## src/rtl/pcr_pkg.sv

```systemverilog
package pcr_pkg;
  localparam int OUT_N      = 5;
  localparam int O_DONE     = 0;
  localparam int O_UNDEF    = 1;
  localparam int O_TRAP_HYP = 2;
  localparam int O_TRAP_MON = 3;
  localparam int O_REDIR    = 4;

  typedef enum logic [1:0] {
    LVL_USER   = 2'd0,
    LVL_KERNEL = 2'd1,
    LVL_HYP    = 2'd2,
    LVL_MON    = 2'd3
  } level_e;

  typedef struct packed {
    logic hyp_en;
    logic nest_base;
    logic nest_redir;
    logic mon_present;
    logic mon_trap_lower;
    logic halted;
    logic sec_dbg_off;
  } ctx_t;
endpackage

```

## src/rtl/pcr_outcome_decide.sv

```systemverilog
module pcr_outcome_decide
  import pcr_pkg::*;
(
  input  level_e           lvl,
  input  ctx_t             ctx,
  output logic [OUT_N-1:0] onehot
);
  logic mon_trap;
  logic dbg_block;
  logic [OUT_N-1:0] mon_or_undef;

  assign mon_trap  = ctx.mon_present & ctx.mon_trap_lower;
  assign dbg_block = ctx.halted & ctx.sec_dbg_off;

  always_comb begin
    mon_or_undef = '0;
    if (dbg_block) mon_or_undef[O_UNDEF]    = 1'b1;
    else           mon_or_undef[O_TRAP_MON] = 1'b1;
  end

  always_comb begin
    onehot = '0;
    unique case (lvl)
      LVL_USER: onehot[O_UNDEF] = 1'b1;
      LVL_KERNEL: begin
        if (ctx.hyp_en && ctx.nest_base && ctx.nest_redir)
          onehot[O_REDIR] = 1'b1;
        else if (ctx.hyp_en && ctx.nest_base) begin
          if (mon_trap) onehot = mon_or_undef;
          else          onehot[O_TRAP_HYP] = 1'b1;
        end else
          onehot[O_UNDEF] = 1'b1;
      end
      LVL_HYP: begin
        if (mon_trap) onehot = mon_or_undef;
        else          onehot[O_DONE] = 1'b1;
      end
      default: onehot[O_DONE] = 1'b1;
    endcase
  end
endmodule

```

## src/rtl/pcr_ctrl_store.sv

```systemverilog
module pcr_ctrl_store #(
  parameter int                DATA_W  = 64,
  parameter logic [DATA_W-1:0] WR_MASK = 64'h0000_0000_8000_0103
) (
  input  logic              clk,
  input  logic              rst,
  input  logic              wr_en,
  input  logic [DATA_W-1:0] wdata,
  output logic [DATA_W-1:0] q
);
  always_ff @(posedge clk) begin
    if (rst)        q <= '0;
    else if (wr_en) q <= wdata & WR_MASK;
  end
endmodule

```

## src/rtl/pcr_rsp_stage.sv

```systemverilog
module pcr_rsp_stage
  import pcr_pkg::*;
#(
  parameter int               DATA_W       = 64,
  parameter int               OFF_W        = 12,
  parameter int               CLS_W        = 6,
  parameter logic [OFF_W-1:0] REDIR_OFFSET = 12'h930,
  parameter logic [CLS_W-1:0] TRAP_CLASS   = 6'h18
) (
  input  logic              clk,
  input  logic              rst,
  input  logic              req_valid,
  input  logic              req_write,
  input  logic [OUT_N-1:0]  onehot_d,
  input  logic [DATA_W-1:0] ctrl_q,
  output logic              rsp_valid,
  output logic [OUT_N-1:0]  outcome,
  output logic [CLS_W-1:0]  syndrome,
  output logic [OFF_W-1:0]  mem_offset,
  output logic [DATA_W-1:0] rdata
);
  logic is_trap;
  logic rd_done;

  assign is_trap = onehot_d[O_TRAP_HYP] | onehot_d[O_TRAP_MON];
  assign rd_done = !req_write && onehot_d[O_DONE];

  always_ff @(posedge clk) begin
    if (rst) begin
      rsp_valid  <= 1'b0;
      outcome    <= '0;
      syndrome   <= '0;
      mem_offset <= '0;
      rdata      <= '0;
    end else begin
      rsp_valid  <= req_valid;
      outcome    <= req_valid ? onehot_d : '0;
      syndrome   <= (req_valid && is_trap) ? TRAP_CLASS : '0;
      mem_offset <= (req_valid && onehot_d[O_REDIR]) ? REDIR_OFFSET : '0;
      rdata      <= (req_valid && rd_done) ? ctrl_q : '0;
    end
  end
endmodule

```

## src/rtl/pcr_access_gate.sv

```systemverilog
module pcr_access_gate
  import pcr_pkg::*;
#(
  parameter int                DATA_W       = 64,
  parameter int                OFF_W        = 12,
  parameter int                CLS_W        = 6,
  parameter logic [DATA_W-1:0] WR_MASK      = 64'h0000_0000_8000_0103,
  parameter logic [OFF_W-1:0]  REDIR_OFFSET = 12'h930,
  parameter logic [CLS_W-1:0]  TRAP_CLASS   = 6'h18
) (
  input  logic              clk,
  input  logic              rst,
  input  logic              req_valid,
  input  logic              req_write,
  input  logic [1:0]        cur_level,
  input  logic              hyp_en,
  input  logic              nest_base,
  input  logic              nest_redir,
  input  logic              mon_present,
  input  logic              mon_trap_lower,
  input  logic              halted,
  input  logic              sec_dbg_off,
  input  logic [DATA_W-1:0] wdata,
  output logic              rsp_valid,
  output logic [4:0]        outcome,
  output logic [CLS_W-1:0]  syndrome,
  output logic [OFF_W-1:0]  mem_offset,
  output logic [DATA_W-1:0] rdata,
  output logic [DATA_W-1:0] ctrl_bits
);
  ctx_t             ctx;
  logic [OUT_N-1:0] onehot_d;
  logic             wr_en;

  assign ctx = '{hyp_en: hyp_en, nest_base: nest_base, nest_redir: nest_redir,
                 mon_present: mon_present, mon_trap_lower: mon_trap_lower,
                 halted: halted, sec_dbg_off: sec_dbg_off};

  pcr_outcome_decide u_decide (
    .lvl    (level_e'(cur_level)),
    .ctx    (ctx),
    .onehot (onehot_d)
  );

  assign wr_en = req_valid & req_write & onehot_d[O_DONE];

  pcr_ctrl_store #(.DATA_W(DATA_W), .WR_MASK(WR_MASK)) u_store (
    .clk   (clk),
    .rst   (rst),
    .wr_en (wr_en),
    .wdata (wdata),
    .q     (ctrl_bits)
  );

  pcr_rsp_stage #(
    .DATA_W(DATA_W), .OFF_W(OFF_W), .CLS_W(CLS_W),
    .REDIR_OFFSET(REDIR_OFFSET), .TRAP_CLASS(TRAP_CLASS)
  ) u_rsp (
    .clk        (clk),
    .rst        (rst),
    .req_valid  (req_valid),
    .req_write  (req_write),
    .onehot_d   (onehot_d),
    .ctrl_q     (ctrl_bits),
    .rsp_valid  (rsp_valid),
    .outcome    (outcome),
    .syndrome   (syndrome),
    .mem_offset (mem_offset),
    .rdata      (rdata)
  );
endmodule

```

## config.mk

```make
export PLATFORM = sky130hd
export DESIGN_NAME = pcr_access_gate
export DESIGN_NICKNAME = d
export VERILOG_FILES = /design/src/rtl/pcr_pkg.sv /design/src/rtl/pcr_outcome_decide.sv /design/src/rtl/pcr_ctrl_store.sv /design/src/rtl/pcr_rsp_stage.sv /design/src/rtl/pcr_access_gate.sv
export SDC_FILE = /design/constraint.sdc
export NUM_CORES = 1
export LEC_CHECK = 0
export ABC_AREA = 1
export BUFFER_PORTS_ARGS = -buffer_cell sky130_fd_sc_hd__buf_2
export CAP_MARGIN = 20
export CELL_PAD_IN_SITES_DETAIL_PLACEMENT = 0
export CELL_PAD_IN_SITES_GLOBAL_PLACEMENT = 1
export CORE_ASPECT_RATIO = 2
export CORE_UTILIZATION = 19
export CTS_BUF_LIST = sky130_fd_sc_hd__clkbuf_2
export DETAILED_ROUTE_END_ITERATION = 8
export GPL_ROUTABILITY_DRIVEN = 0
export PLACE_DENSITY = 0.81
export SLEW_MARGIN = 20
export SYNTH_ARGS = -nofsm -noshare
export SYNTH_HDL_FRONTEND = slang
export SYNTH_SLANG_ARGS = --single-unit
```

## constraint.sdc

```tcl
create_clock -name clk -period 1 [get_ports clk]
set_input_delay 0.1 -clock clk [delete_from_list [all_inputs] [get_ports clk]]
set_output_delay 0.1 -clock clk [all_outputs]
set_load 0.005 [all_outputs]
```

==> run_results.csv, run 1 <==
group,metric,value,unit
min_path,hold_path.class,"input port to register",
global_route,grt-ovfl-total,0,
route,totalWireLength,2.142,mm
sta,period_share,0.8963,
floorplanning,floorplan.die_area,9395,µm²
global_route,grt_pass1_wl,2.973,mm
clock_network,root_buffer,"clkbuf_2",
sta,grt_setup_unrepaired,"no",
worst_setup_path,start_kind,"register",
power,p_sw,0.4128,mW
route,avgViaCountPerCell,2.822,
finish,fillers,1025,
synthesis,ys.warnings.count,0,
synthesis,ys_ff_latch,16,
synthesis,yosys.area.top_type,"buf_4",
route,drtIter0Drc,14,
worst_setup_path,cp_top_family,"flip-flops",
worst_setup_path,end_kind,"output pin",
synthesis,syn-instance-count,227,
global_route,grt_pass1_vias,688,
worst_setup_path,crit_required,0.90,ns
worst_setup_path,crit_slowest_cell,"dfxtp_1",
run,cap_violations,0,
placed_design,port_buffers,36,
finish,drive_above_1_share,0.1925,
clock_network,htree_levels,1,
floorplanning,die_h,136.1,µm
finish,num-nets-final,347,
synthesis,synth_common_cells,"136 x buf_4, 18 x inv_1, 16 x dfxtp_1, 15 x nand2_1, 13 x nor2_1",
global_route,globalRouteTotalUtil,0.03991,
clock_network,clk_latency,0.27,ns
synthesis,syn_area,1708,µm²
placed_design,dpl.hpwl,1.970,mm
power,powerDensity,810.9,nW/µm²
power,seqPwrFrac,0.539,
worst_setup_path,arrival,0.80,ns
synthesis,post-synth-top-count-cell,"buf_4",
worst_setup_path,crit_chain,"buf_2",
finish,syn_to_final_growth,-10.70,%
power,switching_share,0.3338,
route,antenna_left,0,
clock_network,cts_tree,"done",
run_status,outcome,"completed",
floorplanning,die_x,69.04,µm
synthesis,avgSynthCellArea,7.524,µm²
finish,design_area,1525,µm²
sta,final_max_slew_viol_count,0,
finish,multi_input_area,787.0,µm²
clock_network,numCtsBuffers,3,
sta,setup_viol,0,
worst_setup_path,path_class,"register to output pin",
global_route,antenna_found_initial,0,
sta,setup_tns,0,ns
placed_design,dp_slack,-0.1431,ns
clock_network,cts_sinks,16,
placed_design,postPlaceCellArea,1506,µm²
clock_network,holdBufCountCts,0,
sta,setup_slack,0.1037,ns
worst_setup_path,r2r_setup_slack,0.38,ns
finish,final-seq-area,320.3,µm²
synthesis,synth_top_area_frac,0.5978,
global_route,grt_max_degree,10,
route,remaining_drc_errors,0,
route,vias,1030,
synthesis,synth-edff-count,0,
clock_network,clk_pin_slew,0.13,ns
route,drtPass1Iterations,4,
clock_network,cts_buffer_depth,2,
floorplanning,io_pins,229,
power,ir_drop,218.7,µV
worst_setup_path,max_stage_delay,0.40,ns
synthesis,async_reset_ff_frac,0,
power,p_clk_frac,0.219,
clock_network,cts_resized,0,
synthesis,synthTopCellsByArea,"buf_4 60%, dfxtp_1 19%, inv_1 4.0%, nand2_1 3.3%, ha_1 2.9%",
synthesis,synth.distinct_cells,16,
clock_network,cts_setup_buffers,0,
power,comb_power_share,0.243,
sta,hold_viol,0,
floorplanning,core,8648,µm²
sta,layout_min_cycle_time,0.8963,ns
synthesis,yosysSeqAreaShare,0.1875,
floorplanning,start_util,0.1975,
sta,max_clock_freq,1116,MHz
sta,skew,0.008881,ns
worst_setup_path,crit_fanout,3,
finish,antenna_cells,0,
worst_setup_path,cp_num_buf_inv,1,
synthesis,ys.flop_type,"dfxtp_1",
power,power.leakage,0.9742,nW
floorplanning,rows,48,
route,wl_per_cell,5.868,µm
power,power,1.237,mW
power,power.internal,0.8239,mW
[per-stage QoR]
step	hold WS (ns)	utilization	cells
after floorplan	0.2634	-	358
after global placement	0.3759	0.1742	361
after detailed placement	0.3772	0.1742	361
after CTS	0.05708	0.1764	365
after global routing	0.05209	0.1764	365
final	0.07905	0.1764	365
[power by group through the flow]
stage	Sequential, mW	Combinational (mW)	Clock (mW)
2_1_floorplan	0.682	0.581	0
3_3_place_gp	0.681	0.288	0
3_5_place_dp	0.681	0.291	0
4_1_cts	0.668	0.292	0.291
5_1_grt	0.670	0.351	0.329
6_report	0.667	0.300	0.270
[cells by family after synthesis]
kind of cell | after synthesis | share of synthesized area
and+or+nand+nor | 42 | 0.1084
buffers and inverters | 155 | 0.6396
adders and majority gates | 4 | 0.02931
AOI/OAI and AO/OA | 9 | 0.03296
other | 1 | 0.002196
DFF | 16 | 0.1875
[flip-flops by register name, indices dropped and copies added, names as in the netlist]
name / cells
u_rsp.outcome: 5
u_rsp.rdata: 4
u_store.q: 4
u_rsp.rsp_valid: 1
u_rsp.mem_offset: 1
u_rsp.syndrome: 1
[cell usage in the layout, fill, tap and decap left out, drive strengths merged]
cell type  instances
clkbuf             3
nand2             21
ha                 4
or2                1
nand3              6
dfxtp             16
inv               19
a21oi              7
nor2              14
buf               39
o21ai              2
conb             132
clkinv             1
[per-layer routing]
| metal | track usage | part of all wire | routed length, µm | vias to the layer above |
|---|---|---|---|---|
| li1 | - | - | - | 487 |
| met1 | 0.03327 | 0.30 | 632 | 413 |
| met2 | 0.07659 | 0.49 | 1059 | 128 |
| met3 | 0.01334 | 0.20 | 428 | 2 |
| met4 | 0.02834 | 0.010 | 22 | 0 |
| met5 | 0 | 0 | 0 | - |
[layout make-up]
| cell class | instances | share of cell area |
|---|---|---|
| multi-input combinational | 187 | 0.5160 |
| sequential | 16 | 0.2100 |
| timing repair buffer | 39 | 0.1329 |
| tap | 100 | 0.08203 |
| inverter | 19 | 0.04676 |
| clock buffer | 3 | 0.009844 |
| clock inverter | 1 | 0.002461 |
[path summary, 6_finish.rpt]
kind              cells past startpoint    startpoint             end
setup / recovery                      1  u_store.q[8]    ctrl_bits[8]
hold / removal                        4           rst   u_store.q[31]
setup reg to reg                      2  u_store.q[8]    u_store.q[8]
hold reg to reg                       2  u_store.q[1]  u_rsp.rdata[1]
Power figures use the tool's default switching activity.
==> inputs of run 2 (changes only) <==
Clock period 1 ns to 0.9 ns, I/O delays scaled along.
==> run 2 against run 1 <==
Net effect:
- cell count increased by 0.27%
- sequential share of layout area decreased by 0.071 points
- core utilization rose by 0.41 points
- non-clock buffer count up 2
- total power is 12% higher
- critical path type unchanged
- clock skew down 0.0064 ns
- die area unchanged
- design area up 2.3%
- via count rose by 2.1%
==> run_results.csv, run 2 (synthesized netlist as in run 1, its figures left out) <==
group,metric,value,unit
finish,final_common_cell,"conb_1",
sta,max_clock_freq,1183,MHz
clock_network,numCtsBuffers,3,
finish,largest_reg_flops,5,
worst_setup_path,arrival,0.76,ns
worst_setup_path,cp_num_buf_inv,1,
power,power,1.385,mW
clock_network,cts_buffer_depth,2,
global_route,grt_pass1_vias,707,
global_route,antenna_found_initial,0,
clock_network,clk_latency,0.27,ns
route,avgViaCountPerCell,2.874,
sta,setup_tns,0,ns
finish,regMostFlops,"u_rsp.outcome",
clock_network,htree_levels,1,
route,drtPass1Iterations,4,
sta,setup_viol,0,
placed_design,dpl.hpwl,2.012,mm
sta,period_share,0.9392,
route,remaining_drc_errors,0,
worst_setup_path,end_kind,"output pin",
worst_setup_path,crit_slowest_cell,"dfxtp_2",
route,vias,1052,
global_route,globalRouteTotalUtil,0.04116,
route,antenna_left,0,
run,cap_violations,0,
power,power.internal,0.9260,mW
worst_setup_path,start_kind,"register",
finish,top_regs,"u_rsp.outcome (5), u_rsp.rdata (4), u_store.q (4)",
floorplanning,floorplan.die_area,9395,µm²
floorplanning,die_h,136.1,µm
clock_network,cts_tree,"done",
finish,layout_common_cells,"132 x conb_1, 34 x buf_2, 18 x inv_1",
route,wl_per_cell,6.189,µm
finish,num-nets-final,349,
global_route,grt_max_degree,9,
global_route,grt-ovfl-total,0,
placed_design,port_buffers,36,
finish,drive_above_1_share,0.2180,
floorplanning,rows,48,
clock_network,holdBufCountCts,0,
power,switching_share,0.3312,
clock_network,root_buffer,"clkbuf_2",
route,drtIter0Drc,22,
placed_design,dp_slack,-0.2116,ns
global_route,grt_pass1_wl,3.056,mm
worst_setup_path,crit_chain,"buf_2",
run_status,outcome,"completed",
worst_setup_path,max_stage_delay,0.37,ns
floorplanning,core,8648,µm²
worst_setup_path,path_class,"register to output pin",
finish,syn_to_final_growth,-8.644,%
sta,final_max_slew_viol_count,0,
power,seqPwrFrac,0.537,
clock_network,cts_sinks,16,
worst_setup_path,crit_fanout,3,
power,p_sw,0.4586,mW
worst_setup_path,crit_required,0.81,ns
sta,grt_setup_unrepaired,"yes",
power,comb_power_share,0.257,
sta,layout_min_cycle_time,0.8453,ns
finish,antenna_cells,0,
power,p_clk_frac,0.206,
power,power.leakage,0.9892,nW
route,totalWireLength,2.265,mm
sta,skew,0.002500,ns
worst_setup_path,cp_top_family,"flip-flops",
floorplanning,die_x,69.04,µm
clock_network,clk_pin_slew,0.13,ns
sta,setup_slack,0.05472,ns
floorplanning,io_pins,229,
power,powerDensity,887.4,nW/µm²
power,ir_drop,255.2,µV
min_path,hold_path.class,"input port to register",
floorplanning,start_util,0.1975,
sta,hold_viol,0,
[run 2: changes by cell type in the layout (fill, tap and decap cells not counted)]
cell / delta
nand2_2: -1
dfxtp_1: -5
buf_6: +2
dfxtp_2: +5
buf_2: -2
buf_4: +2
nand2_4: +1
clkinv_1: -1
[run 2: final cells by class]
cell class / instances / area, µm²
Multi-Input combinational cell: 187 / 792.0
Inverter: 19 / 71.32
Timing Repair Buffer: 41 / 230.2
Sequential cell: 16 / 326.6
Clock buffer: 3 / 15.01
Tap cell: 100 / 125.1
Fill cell: 1018 / 7088
[run 2: layer usage]
| layer | vias up | routed length (µm) | global-route usage |
|---|---|---|---|
| li1 | 491 | - | - |
| met1 | 426 | 687 | 0.03780 |
| met2 | 131 | 1114 | 0.07497 |
| met3 | 4 | 422 | 0.01260 |
| met4 | 0 | 40 | 0.03061 |
| met5 | - | 0 | 0 |
[run 2: power by group through the flow]
stage	combinational (mW)	clock (mW)	sequential, mW
4_1_cts	0.334	0.302	0.742
2_1_floorplan	0.649	0	0.758
3_3_place_gp	0.327	0	0.757
3_5_place_dp	0.333	0	0.757
6_report	0.356	0.285	0.744
5_1_grt	0.409	0.343	0.746
[run 2: final timing paths]
path | to | slack, ns | cells past startpoint | startpoint
setup / recovery | ctrl_bits[8] | 0.05 | 1 | u_store.q[8]
hold / removal | u_store.q[31] | 0.06 | 4 | rst
setup reg to reg | u_store.q[0] | 0.15 | 3 | u_store.q[0]
hold reg to reg | u_rsp.rdata[31] | 0.47 | 2 | u_store.q[31]
[run 2: repair_timing]
item / in CTS / in global routing
gates cloned: 0 / 0
setup endpoints to repair: 6 / 6
gates resized for setup: 3 / 4
buffers inserted: 0 / 1
[run 2: through the flow]
step	util	instances	cell area [µm²]	hold WS [ns]
5_1_grt	0.1804	366	1560	0.04245
3_3_place_gp	0.1756	362	1519	0.3642
6_report	0.1804	366	1560	0.06408
4_1_cts	0.1778	365	1538	0.04567
3_5_place_dp	0.1756	362	1519	0.3668
2_1_floorplan	-	358	2205	0.2534
